--- src/rtl/uart_flow_pkg.sv ---
package uart_flow_pkg;
  localparam int CTRL_W  = 16;
  localparam int EN_BIT  = 0;
  localparam int WM_LO   = 8;
  localparam int WM_W    = 5;
  localparam int RTS_BIT = 14;
  localparam int CTS_BIT = 15;

  typedef struct packed {
    logic            cts_en;
    logic            rts_en;
    logic [WM_W-1:0] wm;
    logic            en;
  } ctrl_t;

  typedef enum logic {
    TX_IDLE = 1'b0,
    TX_SEND = 1'b1
  } tx_state_e;
endpackage

--- src/rtl/uart_ctrl_reg.sv ---
module uart_ctrl_reg
  import uart_flow_pkg::*;
(
  input  logic              clk,
  input  logic              rst_n,
  input  logic              we,
  input  logic [CTRL_W-1:0] wdata,
  output ctrl_t             ctrl
);
  ctrl_t ctrl_q, ctrl_d;
  logic  unused_bits;

  assign unused_bits = ^{wdata[WM_LO-1:EN_BIT+1], wdata[RTS_BIT-1:WM_LO+WM_W]};

  always_comb begin
    ctrl_d = ctrl_q;
    if (we) begin
      ctrl_d.en = wdata[EN_BIT];
      if (!ctrl_q.en) begin
        ctrl_d.wm     = wdata[WM_LO +: WM_W];
        ctrl_d.rts_en = wdata[RTS_BIT];
        ctrl_d.cts_en = wdata[CTS_BIT];
      end
    end
  end

  always_ff @(posedge clk or negedge rst_n) begin
    if (!rst_n) ctrl_q <= '0;
    else if (we) ctrl_q <= ctrl_d;
  end

  assign ctrl = ctrl_q;
endmodule

--- src/rtl/uart_txfifo.sv ---
module uart_txfifo #(
  parameter int DW    = 8,
  parameter int DEPTH = 16
) (
  input  logic          clk,
  input  logic          rst_n,
  input  logic          wr,
  input  logic [DW-1:0] wdata,
  input  logic          rd,
  output logic [DW-1:0] rdata,
  output logic          full,
  output logic          empty,
  output logic          overflow
);
  localparam int AW = $clog2(DEPTH);
  localparam int CW = AW + 1;

  logic [DW-1:0] mem_q [DEPTH];
  logic [AW-1:0] wp_q, wp_d, rp_q, rp_d;
  logic [CW-1:0] cnt_q, cnt_d;
  logic          ovf_q, ovf_d;
  logic          do_wr, do_rd;

  assign full  = (cnt_q == CW'(DEPTH));
  assign empty = (cnt_q == '0);
  assign do_wr = wr && !full;
  assign do_rd = rd && !empty;
  assign rdata = mem_q[rp_q];

  always_comb begin
    wp_d  = wp_q;
    rp_d  = rp_q;
    cnt_d = cnt_q;
    ovf_d = ovf_q | (wr && full);
    if (do_wr) wp_d = (wp_q == AW'(DEPTH-1)) ? '0 : wp_q + 1'b1;
    if (do_rd) rp_d = (rp_q == AW'(DEPTH-1)) ? '0 : rp_q + 1'b1;
    case ({do_wr, do_rd})
      2'b10:   cnt_d = cnt_q + 1'b1;
      2'b01:   cnt_d = cnt_q - 1'b1;
      default: cnt_d = cnt_q;
    endcase
  end

  always_ff @(posedge clk or negedge rst_n) begin
    if (!rst_n) begin
      wp_q  <= '0;
      rp_q  <= '0;
      cnt_q <= '0;
      ovf_q <= 1'b0;
    end else begin
      wp_q  <= wp_d;
      rp_q  <= rp_d;
      cnt_q <= cnt_d;
      ovf_q <= ovf_d;
    end
  end

  always_ff @(posedge clk) begin
    if (do_wr) mem_q[wp_q] <= wdata;
  end

  assign overflow = ovf_q;
endmodule

--- src/rtl/uart_tx_shifter.sv ---
module uart_tx_shifter
  import uart_flow_pkg::*;
#(
  parameter int DW            = 8,
  parameter int TICKS_PER_BIT = 16
) (
  input  logic          clk,
  input  logic          rst_n,
  input  logic          baud_tick,
  input  logic          start,
  input  logic [DW-1:0] data,
  output logic          txd,
  output logic          busy,
  output logic          frame_end
);
  localparam int FRAME_BITS = DW + 2;
  localparam int TICK_W     = $clog2(TICKS_PER_BIT);
  localparam int BIT_W      = $clog2(FRAME_BITS);

  tx_state_e             st_q, st_d;
  logic [FRAME_BITS-1:0] sr_q, sr_d;
  logic [TICK_W-1:0]     tk_q, tk_d;
  logic [BIT_W-1:0]      bc_q, bc_d;
  logic                  tick_last, bit_last;

  assign tick_last = (tk_q == TICK_W'(TICKS_PER_BIT-1));
  assign bit_last  = (bc_q == BIT_W'(FRAME_BITS-1));
  assign frame_end = (st_q == TX_SEND) && baud_tick && tick_last && bit_last;

  always_comb begin
    st_d = st_q;
    sr_d = sr_q;
    tk_d = tk_q;
    bc_d = bc_q;
    case (st_q)
      TX_IDLE: begin
        if (start) begin
          st_d = TX_SEND;
          sr_d = {1'b1, data, 1'b0};
          tk_d = '0;
          bc_d = '0;
        end
      end
      TX_SEND: begin
        if (baud_tick) begin
          if (tick_last) begin
            tk_d = '0;
            if (bit_last) begin
              st_d = TX_IDLE;
            end else begin
              sr_d = {1'b1, sr_q[FRAME_BITS-1:1]};
              bc_d = bc_q + 1'b1;
            end
          end else begin
            tk_d = tk_q + 1'b1;
          end
        end
      end
      default: st_d = TX_IDLE;
    endcase
  end

  always_ff @(posedge clk or negedge rst_n) begin
    if (!rst_n) begin
      st_q <= TX_IDLE;
      sr_q <= '1;
      tk_q <= '0;
      bc_q <= '0;
    end else begin
      st_q <= st_d;
      sr_q <= sr_d;
      tk_q <= tk_d;
      bc_q <= bc_d;
    end
  end

  assign busy = (st_q == TX_SEND);
  assign txd  = busy ? sr_q[0] : 1'b1;
endmodule

--- src/rtl/uart_rts_gen.sv ---
module uart_rts_gen #(
  parameter int LVL_W = 5,
  parameter int WM_W  = 5
) (
  input  logic             clk,
  input  logic             rst_n,
  input  logic             rts_en,
  input  logic [WM_W-1:0]  wm,
  input  logic [LVL_W-1:0] level,
  output logic             rts_n
);
  logic rts_n_q, rts_n_d;

  always_comb begin
    rts_n_d = rts_en && (int'(level) >= int'(wm));
  end

  always_ff @(posedge clk or negedge rst_n) begin
    if (!rst_n) rts_n_q <= 1'b0;
    else        rts_n_q <= rts_n_d;
  end

  assign rts_n = rts_n_q;
endmodule

--- src/rtl/uart_flow_tx.sv ---
module uart_flow_tx
  import uart_flow_pkg::*;
#(
  parameter int DW            = 8,
  parameter int TX_DEPTH      = 16,
  parameter int RX_DEPTH      = 16,
  parameter int TICKS_PER_BIT = 16,
  localparam int LVL_W        = $clog2(RX_DEPTH + 1)
) (
  input  logic              clk,
  input  logic              rst_n,
  input  logic              ctrl_we,
  input  logic [CTRL_W-1:0] ctrl_wdata,
  input  logic              baud_tick,
  input  logic              tx_wr,
  input  logic [DW-1:0]     tx_data,
  input  logic [LVL_W-1:0]  rx_level,
  input  logic              cts_n,
  output logic              txd,
  output logic              rts_n,
  output logic              tx_busy,
  output logic              tx_full,
  output logic              tx_empty,
  output logic              tx_overflow,
  output logic              rx_full
);
  logic [1:0]    rst_sync_q;
  logic          rst_i_n;
  logic [1:0]    cts_sync_q;
  logic          cts_s;
  ctrl_t         ctrl_q;
  logic [DW-1:0] fifo_rdata;
  logic          start;
  logic          frame_end;

  always_ff @(posedge clk or negedge rst_n) begin
    if (!rst_n) rst_sync_q <= 2'b00;
    else        rst_sync_q <= {rst_sync_q[0], 1'b1};
  end
  assign rst_i_n = rst_sync_q[1];

  always_ff @(posedge clk or negedge rst_i_n) begin
    if (!rst_i_n) cts_sync_q <= 2'b11;
    else          cts_sync_q <= {cts_sync_q[0], cts_n};
  end
  assign cts_s = cts_sync_q[1];

  uart_ctrl_reg u_ctrl (
    .clk   (clk),
    .rst_n (rst_i_n),
    .we    (ctrl_we),
    .wdata (ctrl_wdata),
    .ctrl  (ctrl_q)
  );

  assign start = !tx_busy && ctrl_q.en && !tx_empty && (!ctrl_q.cts_en || !cts_s);

  uart_txfifo #(.DW(DW), .DEPTH(TX_DEPTH)) u_fifo (
    .clk      (clk),
    .rst_n    (rst_i_n),
    .wr       (tx_wr),
    .wdata    (tx_data),
    .rd       (start),
    .rdata    (fifo_rdata),
    .full     (tx_full),
    .empty    (tx_empty),
    .overflow (tx_overflow)
  );

  uart_tx_shifter #(.DW(DW), .TICKS_PER_BIT(TICKS_PER_BIT)) u_shift (
    .clk       (clk),
    .rst_n     (rst_i_n),
    .baud_tick (baud_tick),
    .start     (start),
    .data      (fifo_rdata),
    .txd       (txd),
    .busy      (tx_busy),
    .frame_end (frame_end)
  );

  uart_rts_gen #(.LVL_W(LVL_W), .WM_W(WM_W)) u_rts (
    .clk    (clk),
    .rst_n  (rst_i_n),
    .rts_en (ctrl_q.rts_en),
    .wm     (ctrl_q.wm),
    .level  (rx_level),
    .rts_n  (rts_n)
  );

  assign rx_full = (rx_level == LVL_W'(RX_DEPTH));
endmodule

--- config.mk ---
export PLATFORM = sky130hd
export DESIGN_NAME = uart_flow_tx
export DESIGN_NICKNAME = d
export VERILOG_FILES = /design/src/rtl/uart_flow_pkg.sv /design/src/rtl/uart_ctrl_reg.sv /design/src/rtl/uart_txfifo.sv /design/src/rtl/uart_tx_shifter.sv /design/src/rtl/uart_rts_gen.sv /design/src/rtl/uart_flow_tx.sv
export SDC_FILE = /design/constraint.sdc
export NUM_CORES = 1
export LEC_CHECK = 0
export BUFFER_PORTS_ARGS = -buffer_cell sky130_fd_sc_hd__buf_4
export CAP_MARGIN = 25
export CORE_MARGIN = 2
export CORE_UTILIZATION = 55
export CTS_CLUSTER_DIAMETER = 50
export DETAILED_ROUTE_END_ITERATION = 8
export PLACE_DENSITY_LB_ADDON = 0.1
export SYNTH_ARGS = -nofsm -noshare
export SYNTH_HDL_FRONTEND = slang
export SYNTH_SLANG_ARGS = --single-unit
--- constraint.sdc ---
create_clock -name clk -period 1.3 [get_ports clk]
set_input_delay 0 -clock clk [delete_from_list [all_inputs] [get_ports clk]]
set_output_delay 0 -clock clk [all_outputs]
set_load 0.02 [all_outputs]
==> impl_metrics.ini <==
[outcome]
outcome = finished with violations
violations = negative setup slack

[clock_tree]
cts_buffer_depth = 2
cts_sinks = 173
clock_latency_ns = 0.42
htreeDepth = 4
numCtsBuffers = 17
cts_tree = built
clock-root-buffer = clkbuf_16
path_clk_slew_ns = 0.06

[yosys]
synth-warning-count = 0
synthArstFlopShare_pct = 26.0
synth_cell_types = 45
ys_seq_area_share_pct = 68.3
synth_cells = 444
ys.flop_type = edfxtp_1
syn_nets = 496
netlist_area_sq_um = 7290
synth_seq_cells = 173
syn_area_per_cell_sq_um = 16.4
synth_edf_count = 128

[placed_design]
dp.cells = 696
pre_cts_ws_ns = -0.892
place_congestion = 0.770
placed_cell_area_sq_um = 8220
io_buffer_count = 33
hpwl_um = 9270

[final_layout]
area_growth_pct = 35.2
layout.nets = 644
final_common_cell = edfxtp_1
drive_gt1_share_pct = 48.1
post-route-cell-area_sq_um = 9860
diodes = 0
most-common-layout-cells = edfxtp_1 (128), buf_4 (94), mux4_2 (33)
final_cells = 781

[pwr]
vdd_drop_max_uv = 1740
leakage_nw = 3.63
sequentialPowerShare_pct = 36.3
power_switching_mw = 6.48
pwr_density_cell_nw_per_um2 = 2090
power_switching_share_pct = 31.4
clkPwrFrac_pct = 23.4
internal_power_mw = 14.2
p_total_mw = 20.6
combinationalPowerShare_pct = 40.3

[grt]
grt_max_degree = 30
grt_pass1_wl_um = 24200
overflow = 0
grt_pass1_vias = 4446
grt.total_usage_pct = 23.3
antenna_found_initial = 0

[timing]
finalCriticalPeriod_ns = 2.19
fin_crit_sh_pct = 168
slew_headroom_pct = 65.3
tightest_slew_ns = 0.518
rsz0062_at_grt = true
maxSlewViolCount = 0
setup_viol = 161
worst_slack_ns = -0.888
fmax_mhz = 457
skew_ns = 0.00958
hold_viol = 0

[worst_hold_path]
hold_depth = 4
hp-class = input port to flop
whs_endpoint = u_rts.rts_n
worstHoldStart = rx_level[4]

[drt]
wl_um = 15600
ant_nets = 0
first_pass_iters = 5
vias_per_cell = 5.53
vias = 4317
drc = 0
drt_iter0_markers = 352
wl_per_cell_um = 20.0

[worst_setup_path]
r2r_start = u_fifo.cnt_q[2]
critPathMaxStageDelay_ns = 0.41
critPathKind = flop to flop
startpoint_type = flop
worstPathArrival_ns = 2.49
path_cells = nor4_4 > buf_4 > a221oi_4 > ha_4 > buf_4 > buf_6 > buf_6 > a32o_2 > a21oi_2 > xor2_1 > o21ai_1
r2r_slack_ns = -0.89
cp_num_buf_inv = 4
worst-path-max-fanout = 4
end_kind = flop
cp_top_family = buffers and inverters
cp_slowest_cell = dfrtp_1
cp_data_required_time_ns = 1.61
r2r-end = u_fifo.cnt_q[3]
cp_num_cells = 11
ff2ff_path_depth = 11

[floorplan]
dieArea_sq_um = 14200
start_util_pct = 55.7
fp.dieH_um = 119
placementRows = 42
die_w_um = 119
ios = 42
core_sq_um = 13100

[flow_run]
maxCapViolations = 0
## worst max path at each step
stage                                  to             from  slack (ns)
after floorplan           u_fifo.cnt_q[4]  u_fifo.cnt_q[2]       -1.11
after global placement    u_fifo.cnt_q[4]  u_fifo.cnt_q[2]       -0.85
after detailed placement  u_fifo.cnt_q[4]  u_fifo.cnt_q[2]       -0.89
after CTS                 u_fifo.cnt_q[4]  u_fifo.cnt_q[2]       -0.86
after global routing      u_fifo.cnt_q[4]  u_fifo.cnt_q[2]       -1.02
final                     u_fifo.cnt_q[3]  u_fifo.cnt_q[2]       -0.89
## Yosys cell counts, types with 2 or more instances
| master | count | area, sq um |
|---|---|---|
| edfxtp_1 | 128 | 3840 |
| dfrtp_1 | 34 | 851 |
| a21oi_1 | 30 | 150 |
| nor2_1 | 27 | 101 |
| mux4_1 | 26 | 683 |
| nand2_1 | 22 | 82.6 |
| o21ai_0 | 22 | 110 |
| ha_1 | 17 | 213 |
| inv_1 | 15 | 56.3 |
| a22oi_1 | 14 | 105 |
| dfstp_2 | 11 | 289 |
| buf_2 | 10 | 50.1 |
| nand3_1 | 8 | 40.0 |
| clkbuf_1 | 7 | 26.3 |
| mux2_2 | 7 | 78.8 |
| mux4_2 | 7 | 158 |
| nand2b_1 | 7 | 43.8 |
| and2_1 | 5 | 31.3 |
| nor2b_1 | 5 | 31.3 |
| xor2_1 | 5 | 43.8 |
| nor3_1 | 4 | 20.0 |
| xnor2_1 | 4 | 35.0 |
| a21o_1 | 2 | 15.0 |
| and3_1 | 2 | 12.5 |
| buf_1 | 2 | 7.51 |
| nand3b_1 | 2 | 15.0 |
| o211ai_1 | 2 | 15.0 |
| o21a_1 | 2 | 15.0 |
## tightest hold or removal path, stage by stage
cell and delay, ns:
buf_4 0.08, ha_1 0.11, o21ai_0 0.08, a21oi_1 0.11
## flip-flops by register name, summed over array words and instances (netlist names)
signal and flops:
u_fifo.rp_q 4, u_shift.sr_q 9, u_fifo.overflow 1, cts_sync_q 2, u_shift.tk_q 4, u_ctrl.ctrl 8, u_shift.busy 1, u_fifo.cnt_q 5
rst_sync_q 2, u_fifo.wp_q 4, u_fifo.mem_q 128, u_shift.bc_q 4, u_rts.rts_n 1
## logic make-up (layout without fill, tap and decap cells)
logic type,after synthesis,in the layout,synth area share (%)
AOI/OAI and AO/OA,79,79,6.54
adders and majority gates,17,17,2.92
muxes,40,40,12.6
xor gates and xnor gates,9,9,1.08
other,1,1,0.0514
buffers and inverters,39,200,2.73
DFF,173,173,68.3
and+or+nand+nor,86,86,5.76
## metal layers
metal | vias to the layer above | wire (um) | track usage [%]
met5 | - | 0 | 0
met4 | 0 | 170 | 5.43
met3 | 14 | 551 | 5.60
met2 | 83 | 8080 | 38.2
met1 | 2223 | 6780 | 31.9
li1 | 1997 | - | -
## power by group through the flow
| stage | combinational [mW] | clock, mW | sequential (mW) |
|---|---|---|---|
| finish | 8.31 | 4.84 | 7.49 |
| global route | 8.90 | 5.14 | 7.57 |
| CTS | 7.37 | 4.88 | 7.46 |
| detailed placement | 6.25 | 0 | 7.53 |
| global placement | 6.12 | 0 | 7.47 |
| floorplan | 4.04 | 0 | 7.41 |
## stage by stage
step                utilization [%]  hold WS (ns)  TNS [ns]
finish                         75.4        0.0125    -70.61
global placement               62.8        -0.218    -91.92
floorplan                         -        -0.296    -63.59
detailed placement             62.8        -0.217    -99.26
global route                   75.4        0.0242    -82.48
CTS                            72.8     0.0000155    -73.95
## repair_timing
action / 4_1_cts / 5_1_grt
pin swaps: 25 / 33
hold buffers: 23 / 0
endpoints found under the hold margin: 144 / 0
gates resized for setup: 72 / 58
buffers inserted: 16 / 15
gates cloned: 3 / 1
endpoints found under the setup margin: 163 / 167
## final cells by class
class | instances | area [sq um]
Sequential cell | 173 | 4990
Clock buffer | 20 | 437
Clock inverter | 12 | 123
Timing Repair Buffer | 153 | 1540
Tap cell | 176 | 220
Inverter | 15 | 61.3
Fill cell | 731 | 3220
Multi-Input combinational cell | 232 | 2500
(Power assumes the default switching activity.)
